`config.mk`:
```
export PLATFORM = sky130hd
export DESIGN_NAME = pin_irq_detect
export DESIGN_NICKNAME = d
export VERILOG_FILES = /design/src/rtl/pin_irq_pkg.sv /design/src/rtl/pin_irq_cfg.sv /design/src/rtl/pin_irq_cell.sv /design/src/rtl/pin_irq_rdmux.sv /design/src/rtl/pin_irq_detect.sv
export SDC_FILE = /design/constraint.sdc
export NUM_CORES = 1
export LEC_CHECK = 0
export CORE_UTILIZATION = 50
export DETAILED_ROUTE_END_ITERATION = 8
export PLACE_DENSITY_LB_ADDON = 0.3
export SLEW_MARGIN = 10
export SYNTH_ARGS = -nofsm -noshare
export SYNTH_HDL_FRONTEND = slang
export SYNTH_SLANG_ARGS = --single-unit
```
`constraint.sdc`:
```
create_clock -name clk -period 1.8 [get_ports clk]
set_input_delay 0.27 -clock clk [delete_from_list [all_inputs] [get_ports clk]]
set_output_delay 0.27 -clock clk [all_outputs]
set_load 0.005 [all_outputs]
```
`src/rtl/pin_irq_pkg.sv`:
```
package pin_irq_pkg;

   localparam logic [11:0] OFS_SENSE = 12'h404;
   localparam logic [11:0] OFS_ANYEDGE = 12'h408;
   localparam logic [11:0] OFS_POLAR = 12'h40C;
   localparam logic [11:0] OFS_ENABLE = 12'h410;
   localparam logic [11:0] OFS_RAW = 12'h414;
   localparam logic [11:0] OFS_MSTAT = 12'h418;
   localparam logic [11:0] OFS_CLEAR = 12'h41C;

   typedef enum logic [2:0] {
      RS_NONE,
      RS_SENSE,
      RS_ANYEDGE,
      RS_POLAR,
      RS_ENABLE,
      RS_RAW,
      RS_MSTAT,
      RS_CLEAR
   } reg_sel_e;

   function automatic reg_sel_e decode_ofs(input logic [11:0] ofs);
      reg_sel_e s;
      case (ofs)
         OFS_SENSE:   s = RS_SENSE;
         OFS_ANYEDGE: s = RS_ANYEDGE;
         OFS_POLAR:   s = RS_POLAR;
         OFS_ENABLE:  s = RS_ENABLE;
         OFS_RAW:     s = RS_RAW;
         OFS_MSTAT:   s = RS_MSTAT;
         OFS_CLEAR:   s = RS_CLEAR;
         default:     s = RS_NONE;
      endcase
      return s;
   endfunction

endpackage

```
`src/rtl/pin_irq_cfg.sv`:
```
module pin_irq_cfg
   import pin_irq_pkg::*;
#(
   parameter int unsigned NPINS = 8
) (
   input  logic             clk,
   input  logic             rst_n,
   input  logic             wr_en,
   input  reg_sel_e         sel,
   input  logic [NPINS-1:0] wdata,
   output logic [NPINS-1:0] lvl_mode,
   output logic [NPINS-1:0] any_edge,
   output logic [NPINS-1:0] pol_hi,
   output logic [NPINS-1:0] enable,
   output logic [NPINS-1:0] clr_pulse
);

   always_ff @(posedge clk or negedge rst_n) begin
      if (!rst_n) begin
         lvl_mode <= '0;
         any_edge <= '0;
         pol_hi   <= '0;
         enable   <= '0;
      end else if (wr_en) begin
         case (sel)
            RS_SENSE:   lvl_mode <= wdata;
            RS_ANYEDGE: any_edge <= wdata;
            RS_POLAR:   pol_hi   <= wdata;
            RS_ENABLE:  enable   <= wdata;
            default:    ;
         endcase
      end
   end

   always_comb clr_pulse = (wr_en && sel == RS_CLEAR) ? wdata : '0;

   // writes to other offsets (including the status words) leave the mask alone
   p_mask_hold_r8: assert property (@(posedge clk) disable iff (!rst_n)
      (wr_en && sel != RS_ENABLE) |=> $stable(enable));

   // a write to the sense word lands at the next edge
   p_sense_wr_r2: assert property (@(posedge clk) disable iff (!rst_n)
      (wr_en && sel == RS_SENSE) |=> (lvl_mode == $past(wdata)));

endmodule

```
`src/rtl/pin_irq_cell.sv`:
```
module pin_irq_cell (
   input  logic clk,
   input  logic rst_n,
   input  logic pin_s,
   input  logic lvl_mode,
   input  logic any_edge,
   input  logic pol_hi,
   input  logic clr,
   output logic raw
);

   logic prev_q;
   logic raw_q;
   logic rise;
   logic fall;
   logic edge_hit;
   logic lvl_hit;
   logic raw_d;

   always_comb begin
      rise     = pin_s & ~prev_q;
      fall     = ~pin_s & prev_q;
      edge_hit = any_edge ? (rise | fall) : (pol_hi ? rise : fall);
      lvl_hit  = pol_hi ? pin_s : ~pin_s;
      // a fresh edge beats a simultaneous clear
      raw_d    = lvl_mode ? lvl_hit : (edge_hit | (raw_q & ~clr));
   end

   always_ff @(posedge clk or negedge rst_n) begin
      if (!rst_n) begin
         prev_q <= 1'b0;
         raw_q  <= 1'b0;
      end else begin
         prev_q <= pin_s;
         raw_q  <= raw_d;
      end
   end

   assign raw = raw_q;

   p_rise_r3: assert property (@(posedge clk) disable iff (!rst_n)
      (!lvl_mode && !any_edge && pol_hi && pin_s && !prev_q) |=> raw_q);

   p_sticky_r6: assert property (@(posedge clk) disable iff (!rst_n)
      (!lvl_mode && raw_q && !clr) |=> raw_q);

   p_clear_r6: assert property (@(posedge clk) disable iff (!rst_n)
      (!lvl_mode && clr && !edge_hit) |=> !raw_q);

   p_edge_wins_r10: assert property (@(posedge clk) disable iff (!rst_n)
      (!lvl_mode && clr && edge_hit) |=> raw_q);

   p_level_r7: assert property (@(posedge clk) disable iff (!rst_n)
      lvl_mode |=> (raw_q == $past(pol_hi ~^ pin_s)));

endmodule

```
`src/rtl/pin_irq_rdmux.sv`:
```
module pin_irq_rdmux
   import pin_irq_pkg::*;
#(
   parameter int unsigned NPINS = 8
) (
   input  reg_sel_e         sel,
   input  logic [NPINS-1:0] lvl_mode,
   input  logic [NPINS-1:0] any_edge,
   input  logic [NPINS-1:0] pol_hi,
   input  logic [NPINS-1:0] enable,
   input  logic [NPINS-1:0] raw,
   output logic [NPINS-1:0] mstat,
   output logic [NPINS-1:0] rdata
);

   always_comb begin
      mstat = raw & enable;
      case (sel)
         RS_SENSE:   rdata = lvl_mode;
         RS_ANYEDGE: rdata = any_edge;
         RS_POLAR:   rdata = pol_hi;
         RS_ENABLE:  rdata = enable;
         RS_RAW:     rdata = raw;
         RS_MSTAT:   rdata = mstat;
         default:    rdata = '0;
      endcase
   end

endmodule

```
`src/rtl/pin_irq_detect.sv`:
```
module pin_irq_detect
   import pin_irq_pkg::*;
#(
   parameter int unsigned NPINS = 8
) (
   input  logic             clk,
   input  logic             rst_n,
   input  logic [NPINS-1:0] pin_s,
   input  logic [11:0]      bus_addr,
   input  logic             bus_wr,
   input  logic [NPINS-1:0] bus_wdata,
   output logic [NPINS-1:0] bus_rdata,
   output logic             irq
);

   if (NPINS < 1 || NPINS > 32) begin : g_bad_npins
      $error("pin_irq_detect: NPINS must lie in 1..32");
   end

   reg_sel_e         sel;
   logic [NPINS-1:0] lvl_mode;
   logic [NPINS-1:0] any_edge;
   logic [NPINS-1:0] pol_hi;
   logic [NPINS-1:0] enable;
   logic [NPINS-1:0] clr_pulse;
   logic [NPINS-1:0] raw;
   logic [NPINS-1:0] mstat;

   always_comb sel = decode_ofs(bus_addr);

   pin_irq_cfg #(.NPINS(NPINS)) u_cfg (
      .clk       (clk),
      .rst_n     (rst_n),
      .wr_en     (bus_wr),
      .sel       (sel),
      .wdata     (bus_wdata),
      .lvl_mode  (lvl_mode),
      .any_edge  (any_edge),
      .pol_hi    (pol_hi),
      .enable    (enable),
      .clr_pulse (clr_pulse)
   );

   for (genvar i = 0; i < NPINS; i++) begin : g_pin
      pin_irq_cell u_cell (
         .clk      (clk),
         .rst_n    (rst_n),
         .pin_s    (pin_s[i]),
         .lvl_mode (lvl_mode[i]),
         .any_edge (any_edge[i]),
         .pol_hi   (pol_hi[i]),
         .clr      (clr_pulse[i]),
         .raw      (raw[i])
      );
   end

   pin_irq_rdmux #(.NPINS(NPINS)) u_rdmux (
      .sel      (sel),
      .lvl_mode (lvl_mode),
      .any_edge (any_edge),
      .pol_hi   (pol_hi),
      .enable   (enable),
      .raw      (raw),
      .mstat    (mstat),
      .rdata    (bus_rdata)
   );

   assign irq = |mstat;

   // request tracks enabled pending bits from the cells and the mask register
   p_irq_r9: assert property (@(posedge clk) disable iff (!rst_n)
      irq == ((raw & enable) != '0));

endmodule

```
==> summary.md, run 1 <==
| Metric | Value |
|---|---|
| Synth area leader | `dfrtp_1` |
| Class of the worst hold path | `input port to async pin` |
| Power Dens Cells | `520 mW/mm²` |
| VDD IR-drop max | `between 0.3 and 0.4 mV` |
| Worst reg-to-reg path cell count | `4` |
| Gr usage total | `0.297` |
| Max-cap violations | `0` |
| Relative slew slack | `0.731` |
| Final Routed Wirelength | `8720 µm` |
| Combinational share of power | `0.149` |
| Worst r2r src | `g_pin[5].u_cell.prev_q` |
| TNS Setup | `-3.36 ns` |
| WP buf/inv | `5` |
| Post-synth top flop | `dfrtp_1` |
| Crit. End Element | `primary output` |
| CP Cell Sequence | `buf_6, or4b_4, nor3_4, buf_6, buf_6, buf_6, a32o_2, buf_2` |
| Vias/cell | `6.18` |
| WS Path Type | `input port to primary output` |
| YS warnings | `0` |
| R2R setup slack | `0.46 ns` |
| Hold Vio Cnt, Final | `0` |
| TritonCTS Buffers | `5` |
| Number of global-route vias before repair | `2596` |
| Worst path arrival time | `around 1.8 ns` |
| Crit path time final | `2.04 ns` |
| Max FO, Critical Path | `3` |
| Net Switching | `0.000526 W` |
| Post-synth ARST share | `1.00` |
| Max incr delay on CP | `0.57 ns` |
| Max-slew violation count | `0` |
| Clock Pin Slew Worst Setup and Hold Paths | `0.09 ns` |
| Critical path's top delay family | `simple AND/OR/NAND/NOR gates` |
| Routed Antenna Nets | `0` |
| Clk pwr share | `0.347` |
| DRT Pass-1 Iters | `4` |
| # IOs | `40` |
| Crit-path most repeated cell | `buf_6` |
| Fin crit share | `1.13` |
| Full die area | `0.00614 mm²` |
| Die span in y | `78.3 µm` |
| Initial antenna violation count | `0` |
| Distinct cells, synth | `36` |
| First-pass GRT wire length | `13700 µm` |
| Clock Tree Buf Depth | `2` |
| EDFF count, synth | `0` |
| Grt total ovfl | `0` |
| Fraction of layout cells with a size suffix above 1 | `0.437` |
| Met2 usage | `0.492` |
| Critical path data required time | `1.53 ns` |
| Ant diodes | `0` |
| CP startpoint kind | `input port` |
| # DRC | `0` |
| Routability cong. | `0.821` |
| Seq pwr share | `0.503` |
| Cell-internal power | `0.00166 W` |
| Latest clock arrival within the worst-skew pair | `0.30 ns` |
| Finished Core Util | `0.753` |
| Starting Density | `0.523` |
| RSZ-0062 raised after global routing | `yes` |
| Number of port buffers | `39` |
| Syn_area_per_cell | `11.6 µm²` |
| Endpoints failing setup | `37` |
| Worst Skew | `roughly 0.0044 ns` |
| Yosys reg bits | `between 40 and 50` |
| Outcome | `finished with violations` |
| Sequential fraction of the synthesis area | `0.412` |
| Largest net degree at the start of global routing | `35` |
| Placed cells | `394` |
| # rows | `27` |
| Worst R2R End | `g_pin[5].u_cell.raw` |
| Setup ws final | `-0.238 ns` |
| GR met1 Demand/Resource | `0.384` |
| Worst-Margin Slew | `~0.4 ns` |
| Via count | `about 2600` |
| CTS tree | `done` |
| Main area contributors after synthesis | `dfrtp_1 41%, mux2_2 15%, ha_1 6.9%, mux2i_1 5.5%, nand2b_1 3.0%` |
| Sw Ratio | `0.241` |
| Met3 Track Usage GR | `0.0651` |
| P&R area growth vs syn | `44.1%` |
| Die width | `about 78 µm` |
| CTS Root Buffer Type | `clkbuf_8` |
| GRT Max-Usage Layer | `met2` |
| DRT iter0 DRCs | `about 150` |
| Achievable frequency | `491 MHz` |
| DPL Wire Length | `5180 µm` |
| Failing checks | `setup timing` |
| Mapped Nets | `299` |
| Nets | `398` |
| CORE AREA | `0.00557 mm²` |
| Num Clock Sinks | `48` |
| Synthesized instance count | `about 250` |
| Wirelength per Cell | `slightly above 20 µm` |
| Post-Syn Area | `0.00291 mm²` |
| Static Leak | `2.04 nW` |
| Slowest-stage cell, CP | `or4b_4` |
| Non-filler cells, final | `~420` |
| Top cell type's share of synthesized area | `0.412` |
| H-tree Lvls | `2` |
worst reg2reg max path: stages (launching register included):
cell and delay (ns):
dfrtp_1 0.40, ha_1 0.18, mux2_2 0.25, o21ai_0 0.20
o211ai_1 0.16
metrics by stage:
step / total power [W] / worst slack, ns / cell area [µm²] / hold WS (ns)
after floorplan: 0.00124 / -0.0888 / 3000 / -0.0256
after global placement: 0.00140 / -0.934 / 3700 / 0.213
after detailed placement: 0.00140 / -0.948 / 3700 / 0.215
after CTS: 0.00218 / -0.170 / 4150 / 0.424
after global routing: 0.00225 / -0.266 / 4200 / 0.456
final: 0.00218 / -0.238 / 4200 / 0.425
state kept, by name (all words and copies together), names as in the netlist:
| register | cells |
|---|---|
| u_cfg.enable | 8 |
| g_pin.u_cell.prev_q | 8 |
| u_cfg.pol_hi | 8 |
| u_cfg.lvl_mode | 8 |
| g_pin.u_cell.raw | 8 |
| u_cfg.any_edge | 8 |
power by group through the flow:
stage                     registers (W)  logic [W]  clock network, W
final                           0.00110   0.000326          0.000759
after global routing            0.00110   0.000352          0.000800
after CTS                       0.00110   0.000312          0.000771
after detailed placement        0.00112   0.000283                 0
after global placement          0.00112   0.000275                 0
after floorplan                 0.00112   0.000122                 0
routing by layer:
layer / vias to the layer above / share of wire
met3: 34 / 0.066
met5: - / 0
met2: 127 / 0.48
met4: 0 / 0.032
li1: 1158 / -
met1: 1289 / 0.42
area by class of cell:
type,instances,area (µm²)
Clock inverter,1,30.0
Timing Repair Buffer,102,922
Multi-Input combinational cell,178,1830
Clock buffer,5,68.8
Tap cell,72,90.1
Inverter,16,60.1
Fill cell,351,1380
Sequential cell,48,1200
cell families (layout without fill, tap and decap cells):
logic type | count (synthesis) | in the layout | share of synthesized area
buf+inv | 26 | 124 | 0.0361
fa+ha+maj | 16 | 16 | 0.0687
simple gates | 46 | 46 | 0.122
flops | 48 | 48 | 0.412
mux | 56 | 56 | 0.210
xor+xnor | 8 | 8 | 0.0240
compound gates | 52 | 52 | 0.128
cells in the final DEF, fill, tap and decap left out, types with 13 or more instances in the layout:
cell type        count
buf_6               34
clkdlybuf4s50_1     16
ha_1                16
mux2_2              17
buf_2               13
mux2_4              23
buf_4               32
dfrtp_1             48
nand2b_1            14
mux2i_1             16
inv_1               16
how the worst max path moves through the flow:
stage	startpoint	end	depth (start not counted)
floorplan	bus_addr[4]	u_cfg.enable[2]	5
global placement	bus_addr[3]	bus_rdata[0]	5
detailed placement	bus_addr[3]	bus_rdata[7]	5
CTS	bus_addr[6]	bus_rdata[6]	8
global route	bus_addr[7]	bus_rdata[0]	8
finish	bus_addr[7]	bus_rdata[0]	8
Yosys cell counts, types with 4 or more instances:
master and n:
a21oi_1 8, a2bb2oi_1 8, o211ai_1 8, o21ai_0 8
inv_1 16, clkbuf_1 6, xnor2_1 8, nor4_1 4
mux2_2 38, ha_1 16, o22ai_1 8, dfrtp_1 48
a32o_1 5, nand3_1 5, nand2b_1 14, mux2i_1 16
repair_timing:
item,4_1_cts,5_1_grt
pin swaps,18,15
hold buffers,1,0
setup endpoints to repair,46,49
setup buffers,22,1
endpoints found under the hold margin,14,0
gates resized for setup,136,17
(Power assumes the default switching activity.)
==> inputs of run 2 (changes only) <==
--- a/config.mk
+++ b/config.mk
@@ -5,6 +5,7 @@
 export SDC_FILE = /design/constraint.sdc
 export NUM_CORES = 1
 export LEC_CHECK = 0
+export CORE_ASPECT_RATIO = 0.8
 export CORE_UTILIZATION = 50
 export DETAILED_ROUTE_END_ITERATION = 8
 export PLACE_DENSITY_LB_ADDON = 0.3
==> run 2 against run 1 <==
Fmax grew 3.5%; combinational power shrank 9.8%; clock skew grew 0.0026 ns; first-iteration DRC count shrank 26%; largest power group unchanged; the run still ends with setup timing left; cell count down 1.7%.
==> summary.md, run 2 (synthesized netlist as in run 1, its figures left out) <==
| Metric | Value |
|---|---|
| CTS tree | `done` |
| Critical path data required time | `1.53 ns` |
| Tot Pwr | `0.00219 W` |
| Worst path arrival time | `1.70 ns` |
| DRT Pass-1 Iters | `4` |
| Max-slew violation count | `0` |
| Relative slew slack | `0.583` |
| DPL Wire Length | `4950 µm` |
| Clock Tree Buf Depth | `2` |
| Max-cap violations | `0` |
| VDD IR-drop max | `approximately 0.43 mV` |
| Worst-Margin Slew | `roughly 0.63 ns` |
| Outcome | `finished with violations` |
| Class of the worst hold path | `input port to async pin` |
| Failing checks | `setup timing` |
| Final Routed Wirelength | `7250 µm` |
| Die span in y | `70.3 µm` |
| P&R area growth vs syn | `36.3%` |
| Place WS | `-0.912 ns` |
| # DRC | `0` |
| Gr usage total | `0.254` |
| Leading cell type in the layout, fill and taps excluded | `dfrtp_1` |
| Number of port buffers | `39` |
| TNS Setup | `-1.52 ns` |
| Grt total ovfl | `0` |
| Die width | `87.4 µm` |
| Clock Pin Slew Worst Setup and Hold Paths | `0.10 ns` |
| H-tree Lvls | `2` |
| RSZ-0062 raised after global routing | `yes` |
| # rows | `24` |
| Ant diodes | `0` |
| Full die area | `0.00614 mm²` |
| Latest clock arrival within the worst-skew pair | `0.31 ns` |
| CTS Root Buffer Type | `clkbuf_8` |
| CP Launch Point | `bus_addr[5]` |
| Wirelength per Cell | `approximately 17 µm` |
| Nets | `about 380` |
| TritonCTS Buffers | `5` |
| Achievable frequency | `508 MHz` |
| Setup ws final | `-0.168 ns` |
| Fin crit share | `1.09` |
| WS Path Type | `input port to primary output` |
| Vias/cell | `5.77` |
| Num Clock Sinks | `48` |
| Starting Density | `0.527` |
| Fraction of layout cells with a size suffix above 1 | `0.412` |
| Via count | `2393` |
| Routability cong. | `approximately 0.85` |
| Initial antenna violation count | `0` |
| CP startpoint kind | `input port` |
| Highest-count cells in the layout ignoring fill and taps | `48 x dfrtp_1, 33 x buf_4, 31 x mux2_2` |
| # IOs | `40` |
| Power Dens Cells | `551 mW/mm²` |
| Number of global-route vias before repair | `2412` |
| Routed Antenna Nets | `0` |
| Endpoints failing setup | `16` |
| Static Leak | `1.88 nW` |
| Max FO, Critical Path | `4` |
| CORE AREA | `0.00553 mm²` |
| Crit. End Element | `primary output` |
| Largest net degree at the start of global routing | `49` |
| Finished Core Util | `0.719` |
| Worst r2r src | `u_cfg.pol_hi[7]` |
| Worst Skew | `0.00694 ns` |
| Crit path time final | `1.97 ns` |
| First-pass GRT wire length | `11800 µm` |
| Hold Vio Cnt, Final | `0` |
| DRT iter0 DRCs | `between 100 and 150` |
run 2: cell type report:
class | instances | area [µm²]
clock buffer | 6 | 72.6
clock inverter | 2 | 35.0
fill | 411 | 1550
inverter | 16 | 60.1
multi-input combinational | 178 | 1760
sequential | 48 | 1200
tap | 78 | 97.6
timing repair buffer | 87 | 749
run 2: metal layers:
layer	wire, µm	global-route usage
met1	3250	0.335
met3	286	0.0461
met2	3510	0.411
met4	199	0.102
met5	0	0
run 2: where the power goes:
group	leakage [nW]	switching (W)	internal [W]
combinational	1.22	0.000144	0.000151
clock	0.0552	0.000383	0.000413
sequential	0.610	0.00000868	0.00109
run 2: worst max-delay path, stage by stage:
cell and delay, ns:
buf_6 0.09, or4b_4 0.57, nor3_2 0.18, buf_4 0.14, buf_6 0.10, buf_6 0.08, a32o_1 0.16, buf_2 0.11
run 2: repair_timing:
item	CTS	global route
hold buffers	0	0
pin swaps	15	10
endpoints found under the setup margin	49	34
gates cloned	0	0
setup buffers	13	2
gates resized for setup	92	17
run 2: final timing paths:
| path | slack (ns) | cells after the start | endpoint |
|---|---|---|---|
| max in group asynchronous | 1.32 | 2 | u_cfg.lvl_mode[7] |
| setup reg to reg | 0.55 | 4 | g_pin[7].u_cell.raw |
| min in group clk | 0.50 | 1 | g_pin[2].u_cell.prev_q |
| hold reg to reg | 0.56 | 1 | u_cfg.any_edge[6] |
| hold / removal | 0.05 | 2 | g_pin[3].u_cell.raw |
| setup / recovery | -0.17 | 8 | bus_rdata[3] |
run 2: metrics by stage:
step                      hold slack (ns)  cell area, µm²  instances
after detailed placement            0.415            3650        393
after global placement              0.413            3650        393
after global routing               0.0994            3970        415
final                              0.0469            3970        415
after floorplan                   -0.0256            3000        252
after CTS                          0.0793            3940        414
